`src/rtl/cpu_clk_seq.sv`:
```
module cpu_clk_seq #(
  parameter int MHZ_W   = 12,
  parameter int TMO_W   = 16,
  parameter int LO_MHZ  = 300,
  parameter int VCO_MIN = 600,
  parameter int VCO_MAX = 3000
) (
  input  logic             clk,
  input  logic             rst_n,
  input  logic             req_valid,
  input  logic [MHZ_W-1:0] req_mhz,
  input  logic [TMO_W-1:0] lock_timeout,
  input  logic             pll_lock,
  input  logic             smux_ack,
  input  logic             pmux_ack,
  output logic             smux_sel,
  output logic [1:0]       pmux_sel,
  output logic             pll_prog,
  output logic [MHZ_W-1:0] pll_mhz,
  output logic             busy,
  output logic             done,
  output logic             err_range,
  output logic             err_lock
);
  typedef enum logic [2:0] {
    S_IDLE, S_ALT, S_PROG, S_LOCK, S_SMUX, S_BACK, S_DONE
  } st_t;

  localparam logic [1:0] SEL_ALT = 2'd3;

  st_t              state;
  logic             div_path;
  logic             chg;
  logic [TMO_W-1:0] cnt;

  wire in_range = (req_mhz >= MHZ_W'(LO_MHZ)) && (req_mhz <= MHZ_W'(VCO_MAX));
  wire low_band = req_mhz < MHZ_W'(VCO_MIN);
  wire [TMO_W-1:0] tmo_last = lock_timeout - 1'b1;

  assign pll_prog = (state == S_PROG);
  assign done     = (state == S_DONE);
  assign busy     = (state != S_IDLE) && (state != S_DONE);

  always_ff @(posedge clk or negedge rst_n) begin
    if (!rst_n) begin
      state     <= S_IDLE;
      smux_sel  <= 1'b0;
      pmux_sel  <= 2'd0;
      pll_mhz   <= '0;
      div_path  <= 1'b0;
      chg       <= 1'b0;
      cnt       <= '0;
      err_range <= 1'b0;
      err_lock  <= 1'b0;
    end else begin
      err_range <= 1'b0;
      case (state)
        S_IDLE: if (req_valid) begin
          if (in_range) begin
            div_path <= low_band;
            pll_mhz  <= low_band ? {req_mhz[MHZ_W-2:0], 1'b0} : req_mhz;
            chg      <= (pmux_sel != SEL_ALT);
            pmux_sel <= SEL_ALT;
            err_lock <= 1'b0;
            state    <= S_ALT;
          end else begin
            err_range <= 1'b1;
          end
        end
        S_ALT: if (!chg || pmux_ack) state <= S_PROG;
        S_PROG: begin
          cnt   <= '0;
          state <= S_LOCK;
        end
        S_LOCK: begin
          if (pll_lock) begin
            chg      <= (smux_sel != div_path);
            smux_sel <= div_path;
            state    <= S_SMUX;
          end else if (cnt == tmo_last) begin
            err_lock <= 1'b1;
            state    <= S_IDLE;
          end else begin
            cnt <= cnt + 1'b1;
          end
        end
        S_SMUX: if (!chg || smux_ack) begin
          pmux_sel <= div_path ? 2'd0 : 2'd1;
          state    <= S_BACK;
        end
        S_BACK: if (pmux_ack) state <= S_DONE;
        S_DONE: state <= S_IDLE;
        default: state <= S_IDLE;
      endcase
    end
  end
endmodule


```
`config.mk`:
```
export PLATFORM = sky130hd
export DESIGN_NAME = cpu_clk_seq
export DESIGN_NICKNAME = d
export VERILOG_FILES = /design/src/rtl/cpu_clk_seq.sv
export SDC_FILE = /design/constraint.sdc
export NUM_CORES = 1
export LEC_CHECK = 0
export ABC_AREA = 1
export ABC_CLOCK_PERIOD_IN_PS = 3600
export BUFFER_PORTS_ARGS = -buffer_cell sky130_fd_sc_hd__buf_2
export CORE_ASPECT_RATIO = 1.1
export CORE_UTILIZATION = 30
export CTS_BUF_LIST = sky130_fd_sc_hd__clkbuf_16
export CTS_CLUSTER_DIAMETER = 120
export DETAILED_ROUTE_END_ITERATION = 7
export RECOVER_POWER = 100
export SYNTH_ARGS = -nofsm -noshare
export SYNTH_HDL_FRONTEND = slang
export SYNTH_SLANG_ARGS = --single-unit
```
`constraint.sdc`:
```
create_clock -name clk -period 3.6 [get_ports clk]
set_clock_uncertainty 0.2 [all_clocks]
set_input_delay 0.54 -clock clk [delete_from_list [all_inputs] [get_ports clk]]
set_output_delay 0.54 -clock clk [all_outputs]
set_load 0.03 [all_outputs]
```
==> results of run 1 <==
==> cell usage in the layout, fill, tap and decap left out, drive strengths merged, types with 4 or more instances in the layout <==
| cell | instances |
|---|---|
| nand2 | 143 |
| nor2 | 63 |
| inv | 56 |
| dfrtp | 38 |
| o21ai | 36 |
| nand3 | 32 |
| buf | 31 |
| clkbuf | 28 |
| xor2 | 19 |
| nor3 | 11 |
| xnor2 | 6 |
| a21oi | 5 |
| nand4 | 5 |
| nor4 | 4 |
==> per-layer routing <==
layer  vias to the layer above  part of all wire (%)  track usage (%)
li1                       1500                     -                -
met1                      1310                    49            19.95
met2                        65                    46            24.23
met3                         5                   4.5            2.632
met4                         0                  0.63            2.922
met5                         -                     0                0
==> stage by stage <==
step / utilization [%] / hold WS, ns / worst slack (ns)
after floorplan: - / 0.04441 / 1.348
after global placement: 34.69 / 0.2587 / 0.9304
after detailed placement: 34.69 / 0.2651 / 0.8731
after CTS: 36.21 / 0.2112 / 1.152
after global routing: 35.78 / 0.2986 / 0.4747
final: 35.78 / 0.2780 / 0.7137
==> registers in the layout, indices dropped and copies added (netlist names) <==
register   cells
chg            1
cnt           16
div_path       1
err_lock       1
err_range      1
pll_mhz       12
pmux_sel       2
smux_sel       1
state          3
==> power by group through the flow <==
stage | registers [mW] | clock network [mW] | logic, mW
2_1_floorplan | 0.802 | 0 | 0.429
3_3_place_gp | 0.663 | 0 | 0.779
3_5_place_dp | 0.661 | 0 | 0.788
4_1_cts | 0.657 | 0.432 | 0.790
5_1_grt | 0.676 | 0.447 | 0.828
6_report | 0.657 | 0.415 | 0.745
==> logic make-up (layout without fill, tap and decap cells) <==
logic type | Yosys count | count (layout) | synth area share, %
fa+ha+maj | 2 | 2 | 0.8748
compound gates | 49 | 49 | 9.711
xor+xnor | 25 | 25 | 7.655
simple gates | 263 | 263 | 39.24
buf+inv | 66 | 119 | 9.274
flops | 38 | 38 | 33.25
==> area by class of cell <==
| class | instances | area [um^2] | share of cell area [%] |
|---|---|---|---|
| multi-input combinational | 339 | 1635 | 49.12 |
| tap | 117 | 146.4 | 4.397 |
| timing repair buffer | 54 | 241.5 | 7.253 |
| inverter | 57 | 214.0 | 6.426 |
| clock buffer | 5 | 125.1 | 3.758 |
| clock inverter | 3 | 16.27 | 0.4885 |
| sequential | 38 | 950.9 | 28.56 |
==> worst register-to-register path, cell delays in order (launching register included) <==
cell	delay, ns
dfrtp_1	0.43
inv_1	0.11
nor3_1	0.51
inv_1	0.43
nor2_1	0.37
nor3_1	0.14
nand2_2	0.21
inv_2	0.18
nand2_1	0.09
o21ai_0	0.07
==> worst max-delay path by stage <==
stage	endpoint	slack [ns]	cells past startpoint
3_5_place_dp	cnt[3]	0.87	16
4_1_cts	cnt[3]	1.15	9
3_3_place_gp	cnt[4]	0.93	16
2_1_floorplan	cnt[10]	1.35	16
6_report	cnt[7]	0.71	9
5_1_grt	cnt[7]	0.47	9
==> results.yml, run 1 <==
power_and_ir_drop:
  internal_power_mw: 1.007
  peakVddDrop_mv: 0.4195
  leakagePower_nw: 1.642
  switching_share_pct: 44.59
  powerDensity_mw_per_mm2: 545.8
  switchingPower_mw: 0.8103
  seqPwrFrac_pct: 36.1
  power_mw: 1.817
  combPwrFrac_pct: 41.0
  power_frac_clock_pct: 22.9
synthesis:
  synth_cell_types: 33
  syn_nets: 479
  synth_area_mm2: 0.002860
  synth_top_area_share_pct: 33.25
  synth-edff-count: 0
  synth_area_per_cell_um2: 6.457
  synth_top_flop_cell: "dfrtp_1"
  synth_top_area_cell: "dfrtp_1"
  synth_commonest_cells: "141 x nand2_1, 56 x nor2_1, 53 x inv_1"
  yosysMostFrequentCell: "nand2_1"
  synthTopCellsByArea: "dfrtp_1 33%, nand2_1 19%, nor2_1 7.3%"
  yosysSeqAreaShare_pct: 33.25
  synthArstFlopShare_pct: 100.0
  ys_warn_count: 0
  synth_seq_cells: 38
  syn_inst: 443
floorplan:
  die_x_um: 95.10
  initial_core_util_pct: 30.74
  coreArea_mm2: 0.009305
  die_h_um: 104.4
  dieArea_mm2: 0.009929
  ios: 54
  rows: 37
critical_path:
  worstSetupPathType: "flop to flop"
  r2r_end: "cnt[7]"
  r2r_slack_ns: 0.71
  crit_chain: "inv_1 > nor3_1 > inv_1 > nor2_1 > nor3_1 > nand2_2 > inv_2 > nand2_1 > o21ai_0"
  cp_slowest_cell: "nor3_1"
  rr_startpoint: "state[0]"
  crit_start: "state[0]"
  cp.arrival_ns: 2.84
  cp_num_buf_inv: 3
  start_kind: "flop"
  end_kind: "flop"
  max_stage_delay_ns: 0.51
  required_ns: 3.55
  critPathMaxFanout: 18
  cp_top_family: "simple AND/OR/NAND/NOR gates"
  ff2ff_path_depth: 9
routing:
  drt_first_pass_iters: 4
  ant_nets: 0
  drcViolationCount: 0
  via_per_inst: 4.698
  wirelength_mm: 7.035
  wl_per_cell_um: 11.48
  drtIter0Drc: 104
  dr_total_vias: 2880
finish:
  drive_gt1_share_pct: 10.69
  layout.nets: 531
  fillers: 1036
  design_area_mm2: 0.003329
  num_antenna_cells: 0
  final_cells: 613
  syn2layout_area_growth_pct: 16.40
placement:
  dp.cells: 605
  gp_congestion: 0.8743
  port_buffers: 53
  dpl-instance-area_mm2: 0.003228
  dpl.hpwl_mm: 5.591
sta:
  setup_viol: 0
  grt_setup_unrepaired: "false"
  fin_crit_sh_pct: 80.18
  finalHoldViolCount: 0
  max_freq_mhz: 346.5
  slew_headroom_pct: -38.74
  worst_slew_pin_slew_ns: 2.081
  setup_tns_ns: 0
  min_period_ns: 2.886
  report.final.slew_viol_count: 39
global_route:
  antenna_found_initial: 0
  first_global_vias: 2632
  grt_pass1_wl_mm: 11.83
  grt_util_all_layers_pct: 14.73
  grt_overflow: 0
  grt_max_degree: 39
clock_network:
  numCtsBuffers: 5
  holdBufCountCts: 0
  cts_resized: 0
  insertion_delay_ns: 0.28
  cts_root_buffer: "clkbuf_16"
  cts.reportedPaths.clkPinSlew_ns: 0.06
  post_cts_buffers: 0
  clk_path_buf_depth: 2
  cts_max_level: 2
  clock_sinks: 38
  cts_tree: "yes"
outcome:
  violations: "capacitance limit, slew limit"
  status: "finished, violations left"
min_path:
  hp-start: "pll_mhz[8]"
  hold_path_end: "pll_mhz[8]"
  hold_class: "flop to flop"
  min_path_cells: 2
run:
  maxCapViolCount: 1
(Power assumes the default switching activity.)
==> run 2: changes to the inputs <==
- ABC_AREA: 1 -> 0
- ABC_CLOCK_PERIOD_IN_PS: 3600 -> 2300
- clock period: 3.6 -> 2.3 ns (I/O delays scaled with it)
==> results.yml, run 2 <==
outcome:
  violations: "setup timing"
  status: "finished, violations left"
floorplan:
  initial_core_util_pct: 31.18
  ios: 54
  die_h_um: 100.3
  coreArea_mm2: 0.008452
  dieArea_mm2: 0.009163
  die_x_um: 91.36
  rows: 35
clock_network:
  clk_path_buf_depth: 2
  cts_tree: "yes"
  cts_max_level: 2
  numCtsBuffers: 5
  cts_root_buffer: "clkbuf_16"
  clock_sinks: 38
  insertion_delay_ns: 0.28
  cts.reportedPaths.clkPinSlew_ns: 0.06
routing:
  via_per_inst: 5.125
  drtIter0Drc: 174
  dr_total_vias: 2655
  drcViolationCount: 0
  wl_met2_mm: 3.460
  drt_first_pass_iters: 4
  wl_per_cell_um: 13.39
  drt-met1-wl_mm: 3.044
  wl_met3_um: 314
  wirelength_mm: 6.935
  ant_nets: 0
  topRoutingLayerUsed: "met4"
global_route:
  first_global_vias: 2661
  antenna_found_initial: 0
  grt_overflow: 0
  grt_max_degree: 39
  grt_pass1_wl_mm: 11.73
  grt_util_all_layers_pct: 15.74
finish:
  largest_registers: "cnt (16), pll_mhz (12), state (3)"
  largest_reg_flops: 16
  fillers: 848
  syn2layout_area_growth_pct: 38.13
  layout.nets: 442
  num_antenna_cells: 0
  final_cell_mix: "49 x buf_4, 37 x dfrtp_1, 32 x buf_2, 29 x nor2_1, 21 x a21oi_1"
  largest_register: "cnt"
  final_common_cell: "buf_4"
  drive_gt1_share_pct: 29.24
  final_cells: 518
power_and_ir_drop:
  switchingPower_mw: 1.316
  leakagePower_nw: 1.561
  power_mw: 3.098
  switching_share_pct: 42.47
  combPwrFrac_pct: 46.1
  power_frac_clock_pct: 21.2
  internal_power_mw: 1.782
  seqPwrFrac_pct: 32.7
  powerDensity_mw_per_mm2: 851.1
  peakVddDrop_mv: 0.5448
critical_path:
  cp.arrival_ns: 2.61
  required_ns: 2.31
  worstSetupPathType: "input port to flop"
  start_kind: "input port"
  end_kind: "flop"
  critPathMaxFanout: 27
synthesis:
  synth-edff-count: 0
  synth_seq_cells: 38
  syn_nets: 342
  synth_top_area_share_pct: 36.09
  yosysMostFrequentCell: "dfrtp_1"
  synth_top_area_cell: "dfrtp_1"
  synth_top_flop_cell: "dfrtp_1"
  synth_commonest_cells: "38 x dfrtp_1, 30 x nor2_1, 24 x a21oi_1"
  synth_cell_types: 49
  syn_inst: 306
  synthTopCellsByArea: "dfrtp_1 36%, xnor2_1 5.0%, a21oi_1 4.6%"
  synth_area_per_cell_um2: 8.611
  synthArstFlopShare_pct: 100.0
  ys_warn_count: 0
  yosysSeqAreaShare_pct: 36.09
  synth_area_mm2: 0.002635
sta:
  slew_headroom_pct: 38.05
  setup_ws_ns: -0.2992
  grt_setup_unrepaired: "true"
  finalHoldViolCount: 0
  setup_tns_ns: -4.675
  min_period_ns: 2.599
  worst_slew_pin_slew_ns: 0.9293
  fin_crit_sh_pct: 113.0
  setup_viol: 19
  max_freq_mhz: 384.7
  report.final.slew_viol_count: 0
placement:
  gp_congestion: 0.8061
  dp.cells: 509
  port_buffers: 53
  dpl.hpwl_mm: 5.229
min_path:
  hold_class: "input port to flop"
run:
  maxCapViolCount: 0
[run 2: cell types whose count changed in the layout (fill, tap and decap cells not counted), moves of 19 or more]
cell	change
buf_4	+49
inv_1	-45
nand2_1	-125
nand3_1	-19
nor2_1	-27
o21ai_0	-22
[run 2: stage by stage]
stage,area (um^2),worst slack [ns],hold slack (ns),util (%)
final,3640,-0.2992,0.08964,43.06
after global routing,3640,-0.3571,0.09071,43.06
after CTS,3640,-0.2876,0.08887,43.06
after detailed placement,3423,-0.6545,0.1277,40.50
after global placement,3423,-0.5953,0.1280,40.50
after floorplan,2669,-0.3866,-0.1506,-
[run 2: worst max-delay path: stages]
cell and delay, ns:
buf_6 0.09, or4_4 0.57, o311ai_4 0.23, a21oi_1 0.09, a211o_1 0.27, nand4b_4 0.13
a21oi_4 0.07, buf_12 0.16, or4_4 0.51, a21oi_2 0.14
[run 2: worst paths after layout]
path,start,endpoint,slack [ns],cells past startpoint
setup / recovery,lock_timeout[6],cnt[13],-0.30,10
hold / removal,req_valid,err_range,0.09,3
setup reg to reg,cnt[8],cnt[13],-0.25,9
hold reg to reg,pll_mhz[11],pll_mhz[11],0.31,1
max in group asynchronous,rst_n,cnt[8],0.64,3
min in group asynchronous,rst_n,err_range,0.61,3
[run 2: layer usage]
layer,up-vias,track usage (%)
met4,0,5.617
met1,1250,18.35
met2,64,28.67
met5,-,0
met3,11,3.182
li1,1330,-
[run 2: layout make-up]
class,instances,area (um^2),share of cell area (%)
Multi-Input combinational cell,243,1693,46.51
Sequential cell,38,952.2,26.16
Timing Repair Buffer,108,676.9,18.60
Tap cell,111,138.9,3.816
Clock buffer,5,125.1,3.438
Inverter,10,37.54,1.031
Clock inverter,3,16.27,0.4469
[run 2: logic make-up after synthesis]
family,synth area share [%]
AOI/OAI and AO/OA,19.61
adders and majority gates,0.9495
DFF,36.09
buffers and inverters,4.511
muxes,4.701
xor gates and xnor gates,6.648
and+or+nand+nor,27.49
[run 2: repair_timing]
| action | 4_1_cts | 5_1_grt |
|---|---|---|
| pin swaps | 6 | 4 |
| endpoints found under the setup margin | 19 | 19 |
| setup buffers | 1 | 0 |
| gates resized for setup | 12 | 11 |
| endpoints found under the hold margin | 38 | 0 |
| hold buffers | 1 | 0 |
[run 2: power by group through the flow]
stage / registers, mW / logic [mW] / clock network, mW
floorplan: 1.24 / 0.698 / 0
global placement: 1.01 / 1.43 / 0
detailed placement: 1.02 / 1.44 / 0
CTS: 1.01 / 1.49 / 0.673
global route: 1.04 / 1.56 / 0.697
finish: 1.01 / 1.43 / 0.658
